--- config.mk ---
export PLATFORM = sky130hd
export DESIGN_NAME = fill_turnaround_ctrl
export DESIGN_NICKNAME = d
export VERILOG_FILES = /design/src/rtl/ftc_pkg.sv /design/src/rtl/ftc_cmd_decode.sv /design/src/rtl/ftc_oe_seq.sv /design/src/rtl/ftc_cap_timer.sv /design/src/rtl/fill_turnaround_ctrl.sv
export SDC_FILE = /design/constraint.sdc
export NUM_CORES = 1
export LEC_CHECK = 0
export BUFFER_PORTS_ARGS = -buffer_cell sky130_fd_sc_hd__buf_2
export CORE_MARGIN = 3
export CORE_UTILIZATION = 35
export CTS_CLUSTER_SIZE = 16
export DETAILED_ROUTE_END_ITERATION = 8
export RECOVER_POWER = 25
export SLEW_MARGIN = 30
export SYNTH_ARGS = -nofsm -noshare
export SYNTH_HDL_FRONTEND = slang
export SYNTH_HIERARCHICAL = 1
export SYNTH_SLANG_ARGS = --single-unit
--- constraint.sdc ---
create_clock -name clk -period 4.7 [get_ports clk]
set_input_delay 0.235 -clock clk [delete_from_list [all_inputs] [get_ports clk]]
set_output_delay 0.235 -clock clk [all_outputs]
set_load 0.02 [all_outputs]
--- src/rtl/ftc_pkg.sv ---
package ftc_pkg;
  localparam int CODE_W = 3;

  typedef enum logic [1:0] {
    KIND_NONE  = 2'd0,
    KIND_FILL  = 2'd1,
    KIND_WRITE = 2'd2
  } cmd_kind_e;

  // Code 0 is a no-op, 1..5 are the fill flavours, 6..7 are writes.
  function automatic cmd_kind_e classify(input logic vld, input logic [CODE_W-1:0] code);
    cmd_kind_e k;
    k = KIND_NONE;
    if (vld) begin
      if (code >= 3'd1 && code <= 3'd5) k = KIND_FILL;
      else if (code >= 3'd6)            k = KIND_WRITE;
    end
    return k;
  endfunction
endpackage

--- src/rtl/ftc_cmd_decode.sv ---
module ftc_cmd_decode
  import ftc_pkg::*;
(
  input  logic              cmd_valid,
  input  logic [CODE_W-1:0] cmd_code,
  output logic              fill_cmd,
  output logic              wr_cmd
);
  cmd_kind_e kind;

  always_comb begin
    kind     = classify(cmd_valid, cmd_code);
    fill_cmd = (kind == KIND_FILL);
    wr_cmd   = (kind == KIND_WRITE);
  end
endmodule

--- src/rtl/ftc_oe_seq.sv ---
module ftc_oe_seq #(
  parameter int TURN_LAT = 3
) (
  input  logic clk,
  input  logic rst_n,
  input  logic fill_cmd,
  input  logic wr_cmd,
  input  logic wr_busy,
  output logic drv_oe,
  output logic wr_abort
);
  localparam int CNT_W = $clog2(TURN_LAT + 1);

  logic             arm_q, arm_d;
  logic [CNT_W-1:0] cnt_q, cnt_d;
  logic             oe_q, oe_d;
  logic             abort_q, abort_d;
  logic             cnt_en;

  always_comb begin
    arm_d   = arm_q;
    cnt_d   = cnt_q;
    oe_d    = oe_q;
    abort_d = 1'b0;
    cnt_en  = 1'b0;
    if (wr_cmd) begin
      oe_d  = 1'b1;
      arm_d = 1'b0;
    end else if (fill_cmd) begin
      arm_d  = 1'b1;
      cnt_en = 1'b1;
      cnt_d  = CNT_W'(TURN_LAT - 1);
    end else if (arm_q) begin
      if (cnt_q == '0) begin
        arm_d   = 1'b0;
        oe_d    = 1'b0;
        abort_d = oe_q & wr_busy;
      end else begin
        cnt_en = 1'b1;
        cnt_d  = cnt_q - 1'b1;
      end
    end
  end

  always_ff @(posedge clk or negedge rst_n) begin
    if (!rst_n) begin
      arm_q   <= 1'b0;
      cnt_q   <= '0;
      oe_q    <= 1'b0;
      abort_q <= 1'b0;
    end else begin
      arm_q   <= arm_d;
      oe_q    <= oe_d;
      abort_q <= abort_d;
      if (cnt_en) cnt_q <= cnt_d;
    end
  end

  assign drv_oe   = oe_q;
  assign wr_abort = abort_q;
endmodule

--- src/rtl/ftc_cap_timer.sv ---
module ftc_cap_timer #(
  parameter int BASE_LAT = 10,
  parameter int DLY_W    = 5,
  parameter int GAP_W    = 3,
  parameter int BEATS    = 8
) (
  input  logic                     clk,
  input  logic                     rst_n,
  input  logic                     fill_cmd,
  input  logic                     wr_cmd,
  input  logic [DLY_W-1:0]         delay_cfg,
  input  logic [GAP_W-1:0]         gap_cfg,
  output logic                     cap_stb,
  output logic [$clog2(BEATS)-1:0] cap_beat,
  output logic                     fill_done
);
  localparam int BEAT_W = $clog2(BEATS);
  localparam int MAXW   = BASE_LAT + (1 << DLY_W) + (1 << GAP_W);
  localparam int WAIT_W = $clog2(MAXW);

  logic              active_q, active_d;
  logic [WAIT_W-1:0] wait_q, wait_d;
  logic [GAP_W-1:0]  gap_q, gap_d;
  logic [BEAT_W-1:0] beat_q, beat_d;
  logic              stb_q, stb_d;
  logic [BEAT_W-1:0] sbeat_q, sbeat_d;
  logic              last_q, last_d;
  logic              done_q, done_d;

  always_comb begin
    active_d = active_q;
    wait_d   = wait_q;
    gap_d    = gap_q;
    beat_d   = beat_q;
    sbeat_d  = sbeat_q;
    stb_d    = 1'b0;
    last_d   = 1'b0;
    done_d   = last_q;
    if (wr_cmd) begin
      active_d = 1'b0;
    end else if (fill_cmd) begin
      active_d = 1'b1;
      wait_d   = WAIT_W'(BASE_LAT - 1) + WAIT_W'(delay_cfg);
      gap_d    = gap_cfg;
      beat_d   = '0;
    end else if (active_q) begin
      if (wait_q == '0) begin
        stb_d   = 1'b1;
        sbeat_d = beat_q;
        wait_d  = WAIT_W'(gap_q);
        if (beat_q == BEAT_W'(BEATS - 1)) begin
          active_d = 1'b0;
          last_d   = 1'b1;
        end else begin
          beat_d = beat_q + 1'b1;
        end
      end else begin
        wait_d = wait_q - 1'b1;
      end
    end
  end

  always_ff @(posedge clk or negedge rst_n) begin
    if (!rst_n) begin
      active_q <= 1'b0;
      wait_q   <= '0;
      gap_q    <= '0;
      beat_q   <= '0;
      stb_q    <= 1'b0;
      sbeat_q  <= '0;
      last_q   <= 1'b0;
      done_q   <= 1'b0;
    end else begin
      active_q <= active_d;
      wait_q   <= wait_d;
      gap_q    <= gap_d;
      beat_q   <= beat_d;
      stb_q    <= stb_d;
      sbeat_q  <= sbeat_d;
      last_q   <= last_d;
      done_q   <= done_d;
    end
  end

  assign cap_stb   = stb_q;
  assign cap_beat  = sbeat_q;
  assign fill_done = done_q;
endmodule

--- src/rtl/fill_turnaround_ctrl.sv ---
module fill_turnaround_ctrl #(
  parameter int TURN_LAT = 3,
  parameter int BASE_LAT = 10,
  parameter int DLY_W    = 5,
  parameter int GAP_W    = 3,
  parameter int BEATS    = 8
) (
  input  logic                     clk,
  input  logic                     rst_n,
  input  logic                     cmd_valid,
  input  logic [2:0]               cmd_code,
  input  logic [DLY_W-1:0]         delay_cfg,
  input  logic [GAP_W-1:0]         gap_cfg,
  input  logic                     wr_busy,
  output logic                     drv_oe,
  output logic                     wr_abort,
  output logic                     cap_stb,
  output logic [$clog2(BEATS)-1:0] cap_beat,
  output logic                     fill_done
);
  logic fill_cmd;
  logic wr_cmd;

  ftc_cmd_decode u_dec (
    .cmd_valid (cmd_valid),
    .cmd_code  (cmd_code),
    .fill_cmd  (fill_cmd),
    .wr_cmd    (wr_cmd)
  );

  ftc_oe_seq #(.TURN_LAT(TURN_LAT)) u_oe (
    .clk      (clk),
    .rst_n    (rst_n),
    .fill_cmd (fill_cmd),
    .wr_cmd   (wr_cmd),
    .wr_busy  (wr_busy),
    .drv_oe   (drv_oe),
    .wr_abort (wr_abort)
  );

  ftc_cap_timer #(
    .BASE_LAT (BASE_LAT),
    .DLY_W    (DLY_W),
    .GAP_W    (GAP_W),
    .BEATS    (BEATS)
  ) u_cap (
    .clk       (clk),
    .rst_n     (rst_n),
    .fill_cmd  (fill_cmd),
    .wr_cmd    (wr_cmd),
    .delay_cfg (delay_cfg),
    .gap_cfg   (gap_cfg),
    .cap_stb   (cap_stb),
    .cap_beat  (cap_beat),
    .fill_done (fill_done)
  );
endmodule

### Word level (Yosys, flattened, before mapping)

Index checks and enable logic that the tools add are counted.

* word-level logic and storage cells: 81
* output and inout port bits: 7
* register bits after elaboration: 24
* bits of input ports: 15

* $add $sub $neg: 4
* order comparisons: 3
* multiplexer cells: 39
* reductions and logical operators: 14
* eq/ne operators: 6
* bitwise gates (word level): 3

Operators with widths (number)
* $mux 1: 26
* $mux 6: 3
* $mux 2: 6
* $mux 3: 4
* $reduce_and 4->1: 3
* $reduce_bool 2->1: 5
* $add 4x5->6 const A: 1
* $logic_not 6->1: 1
* $sub 6x1->6 const B: 1
* $ne 2x2->1 const B: 2
* $reduce_and 2->1: 2
* $add 3x1->3 const B: 1
* $eq 3x3->1 const B: 1
* $ge 3x1->1 const B: 1
* $ge 3x3->1 const B: 1
* $le 3x3->1 const B: 1
* $reduce_and 3->1: 1
* $eq 2x1->1 const B: 1
* $eq 2x2->1 const B: 1
* $logic_not 2->1: 1
* $ne 2x1->1 const B: 1
* $not 1->1: 2
* $sub 2x1->2 const B: 1
* $and 1x1->1: 1
* $logic_and 1x1->1: 1

### Longest topological paths before layout

* word-level depth: 8
* mapped depth: 7
* gate-level depth less buffers: 6

### Hierarchy

The synthesis kept the hierarchy.

By module, submodules not included
* ftc_cap_timer: times used 1, sequential area each 475.5 um^2, cells an instance 101, area an instance 1029.7 um^2
* ftc_oe_seq: times used 1, sequential area each 125.1 um^2, cells an instance 20, area an instance 242.7 um^2
* ftc_cmd_decode: times used 1, sequential area each 0.0 um^2, cells an instance 4, area an instance 23.8 um^2

### Least setup slack after synthesis

Ideal clock, no wire load.

* path kind: in2reg
* start point: input port cmd_valid
* end point: register u_cap.sbeat_q[0], in the netlist u_cap/cap_beat[0]
* setup time: 0.125 ns
* stages: 6
* arrival time: 1.621 ns
* data required time: 4.575 ns
* buffers on the path: 1
* path slack: 2.954 ns
* cells stage by stage: inv_1 -> a211oi_1 -> buf_2 -> nor3b_2 -> nand2_2 -> mux2_2

* longest elaborated chain between the ends: 4
* elaborated cells between the ends (all ways): 6
* classes of those cells: eq/ne (2); mux (1); bitwise (2); reduce/logical (1)

Ends and longest elaborated chain
* start: declaration: line fill_turnaround_ctrl.sv:10 `input logic cmd_valid,`
* $mux 2: line ftc_pkg.sv:14 `if (vld) begin`
* $eq 2x1->1: line ftc_cmd_decode.sv:13 `fill_cmd = (kind == KIND_FILL);`
* via fill_cmd: line fill_turnaround_ctrl.sv:21 `logic fill_cmd;`
* $not 1->1 (no source line)
* $reduce_and 4->1 (no source line)
* end signal: assignment: line ftc_cap_timer.sv:79 `sbeat_q <= sbeat_d;`
* end: declaration: line ftc_cap_timer.sv:26 `logic [BEAT_W-1:0] sbeat_q, sbeat_d;`

The timed path passes the listed nets, and every way through them passes these cells.
A chain may end at the register's enable or synchronous reset.

### Worst setup path in the final report

* start point: register u_cap.wait_q[0]
* end point: register u_cap.beat_q[2]

* longest elaborated chain between the ends: 3

Ends and longest elaborated chain
* start: declaration: line ftc_cap_timer.sv:22 `logic [WAIT_W-1:0] wait_q, wait_d;`
* start signal: assignment: line ftc_cap_timer.sv:75 `wait_q <= wait_d;`
* $logic_not 6->1: line ftc_cap_timer.sv:47 `if (wait_q == '0) begin`
* $reduce_bool 2->1 (no source line)
* $reduce_and 4->1 (no source line)
* end signal: assignment: line ftc_cap_timer.sv:77 `beat_q <= beat_d;`
* end: declaration: line ftc_cap_timer.sv:24 `logic [BEAT_W-1:0] beat_q, beat_d;`

No other way between the ends.

==> summary.md <==
| Metric | Value |
|---|---|
| Number of global-route vias before repair | 980 |
| Crit start category | flop |
| Ranking of synthesized cells by area | dfrtp_1 46%, ha_1 5.8%, o21ai_0 3.5% |
| Final Max Tran Viols | 0 |
| Internal power | 0.4317 mW |
| Metal3 WL | 117 um |
| Clock power share | 0.208 |
| Crit Path Max Fanout | 6 |
| Total CTS buffers | 3 |
| #FFs+latches synth | 24 |
| Initial core utilization | 0.3766 |
| Synth Cell Area | 1296 um2 |
| Reg clk slew, reported paths | 80 ps |
| Hold depth | 3 |
| H-tree depth | 1 |
| Hold-fix buffers at CTS | 1 |
| Vias per Instance | 5.119 |
| Worst Path Required | 4820 ps |
| RSZ-0062 raised after global routing | no |
| Dominant cell type by area after synthesis | dfrtp_1 |
| Period minus WS final | 1894 ps |
| Combinational power share | 0.336 |
| CP arrival | 2010 ps |
| Number of max-cap violations | 0 |
| Vias | 993 |
| Share of post-route cells with drive strength above 1 | 0.2635 |
| Worst slew margin | 0.1552 |
| Setup WS post-layout | 2806 ps |
| Remaining Overflow, GRT | 0 |
| Chip width | 66.86 um |
| Clock Latency Late Sink | 260 ps |
| Switching fraction of total power | 0.3456 |
| Dpl ws | 2491 ps |
| Status | finished, final reports clean |
| Core footprint | 3442 um2 |
| Clock buffer depth | 2 |
| Per-cell routed wire length | 13.09 um |
| DP Area | 1444 um2 |
| Achievable clock frequency | 0.5279 GHz |
| First-pass detailed-route iteration total | 4 |
| # diodes | 0 |
| Power consumption | 0.6597 mW |
| Number of port buffers | 21 |
| Initial antenna violation count | 0 |
| Hold crit path type | input pin to flop |
| Post-CTS setup buffers | 0 |
| Clock sink total | 24 |
| Routability cong. | 0.8294 |
| Synth-to-Final Area Change | 16.89% |
| CP peak stage delay | 430 ps |
| Crit. End Element | flop |
| Ys Warns | 6 |
| Pwr dens | 435.4 nW/um2 |
| Post-synthesis cell count | 125 |
| Mean Syn Cell Area | 10.37 um2 |
| Die H | 66.86 um |
| Largest delay contributor family on the critical path | simple AND/OR/NAND/NOR gates |
| # setup viols final | 0 |
| Fraction of registers with async set/reset | 1.000 |
| Setup Skew | 3.080 ps |
| Slowest-stage cell, CP | or3b_4 |
| Final Instance Area | 1515 um2 |
| DR iter-0 viols | 46 |
| Most frequent cell after synthesis | dfrtp_1 |
| First-pass GRT wire length | 4402 um |
| Hpwl dp | 1923 um |
| Setup TNS | 0 ps |
| Nets | 170 |
| Sequential power share | 0.456 |
| Count of cells resized by post-cts repair | 0 |
| Synthesized Nets | 146 |
| Top_reg_cell synth | dfrtp_1 |
| EDFF count, synth | 0 |
| Clk root buf | clkbuf_8 |
| Endpoints failing hold | 0 |
| Area of the die | 4470 um2 |
| Critical Path Stages | 6 |
| DRC | 0 |
| Post-Route M1 WL | 1132 um |
| Tcrit/Tclk final | 0.4031 |
| Total track usage | 0.1281 |
| CP bufs+invs | 1 |
| DR WL met2 | 1289 um |
| P_leak | 0.7370 nW |
| Reg2reg path depth | 6 |
| CTS tree | done |
| Yosys cell types | 42 |
| Slew @ Worst Pin | 1267 ps |
| Io pins | 22 |
| Post-DRT Antenna Nets | 0 |
| # rows | 21 |
| CP Cell Sequence | inv_1 > ha_1 > or3b_4 > or2_1 > a22oi_1 > o21ai_1 |
| Switching power | 0.2280 mW |
| Sequential share of the synthesized area | 0.4633 |
| Synth top area share | 0.4633 |
| Layout fillers | 355 |
| Top post-synthesis cells by count | 24 x dfrtp_1, 12 x nand2_1, 9 x o21ai_0 |
| Crit Path Class | flop to flop |
| Maximum vdd drop | 0.1214 mV |
| Uppermost layer routed | met3 |
| Routed WL | 2540 um |
| Largest net degree at the start of global routing | 25 |
[power by group through the flow]
stage               logic, mW  clock network [mW]  registers, mW
finish                  0.222               0.137          0.301
global route            0.253               0.152          0.310
CTS                     0.224               0.145          0.300
detailed placement      0.222                   0          0.304
global placement        0.216                   0          0.299
floorplan               0.161                   0          0.304
[routing by layer]
layer  global-route usage  vias to the layer above
met1               0.1640                      475
met5                    0                        -
met3              0.02361                        0
met2               0.2215                       22
li1                     -                      496
met4              0.03038                        0
[sequential cells by signal, summed over array words and instances, names as in the netlist]
signal and count:
u_oe/drv_oe 1, u_oe/wr_abort 1, u_oe/cnt_q 2, u_cap/done_d 1
u_cap/wait_q 6, u_cap/gap_q 3, u_cap/beat_q 3, u_cap/cap_stb 1
u_cap/active_q 1, u_cap/fill_done 1, u_cap/cap_beat 3, u_oe/arm_q 1
[metrics by stage]
stage | hold slack, ps | cells | util
final | 160.9 | 194 | 0.4402
after global placement | 245.0 | 189 | 0.4195
after floorplan | -60.59 | 125 | -
after CTS | 157.2 | 194 | 0.4384
after global routing | 168.2 | 194 | 0.4402
after detailed placement | 256.2 | 189 | 0.4195
[worst paths after layout]
check | start | endpoint | slack (ps)
worst max-delay path | u_cap/wait_q[0] | u_cap/beat_q[2] | 2810
worst min-delay path | gap_cfg[2] | u_cap/gap_q[2] | 160
worst max register to register | u_cap/wait_q[0] | u_cap/beat_q[2] | 2810
worst min register to register | u_cap/done_d | u_cap/fill_done | 360
max in group asynchronous | rst_n | u_oe/cnt_q[1] | 3190
min in group asynchronous | rst_n | u_cap/cap_beat[1] | 770
[cell usage in the layout (no fill, tap or decap), types with 2 or more instances in the layout]
master,instances
ha_1,6
o21ai_1,5
a21oi_1,5
nor3b_2,2
xor2_1,4
nand2b_1,3
nor3_1,4
nand2_1,12
nand3_1,3
clkbuf_8,4
nor2_1,4
o22ai_1,2
buf_2,20
and3_1,2
mux2_2,2
inv_1,8
o21ai_0,9
mux2i_1,2
dfrtp_1,24
o221ai_1,2
o21bai_1,2
a22oi_1,2
[final cells by class]
type / instances / area [um2] / share of cell area
sequential: 24 / 600.6 / 0.3964
inverter: 8 / 30.03 / 0.01982
tap: 46 / 57.56 / 0.03799
multi-input combinational: 90 / 658.1 / 0.4344
timing repair buffer: 22 / 113.9 / 0.07514
clock buffer: 4 / 55.05 / 0.03633
[worst reg2reg max path: cells and delay by family (launching register included)]
| family | cells | cell delay (ps) |
|---|---|---|
| flops | 1 | 420 |
| compound gates | 2 | 300 |
| fa+ha+maj | 1 | 170 |
| buf+inv | 1 | 110 |
| simple gates | 2 | 760 |
[kinds of logic after synthesis]
group	count (synthesis)	synth area share
buf+inv	11	0.03860
compound gates	34	0.1844
mux	6	0.05308
flops	24	0.4633
fa+ha+maj	6	0.05791
xor+xnor	4	0.02702
simple gates	40	0.1757
No activity file was read; power rests on OpenSTA's default activity.
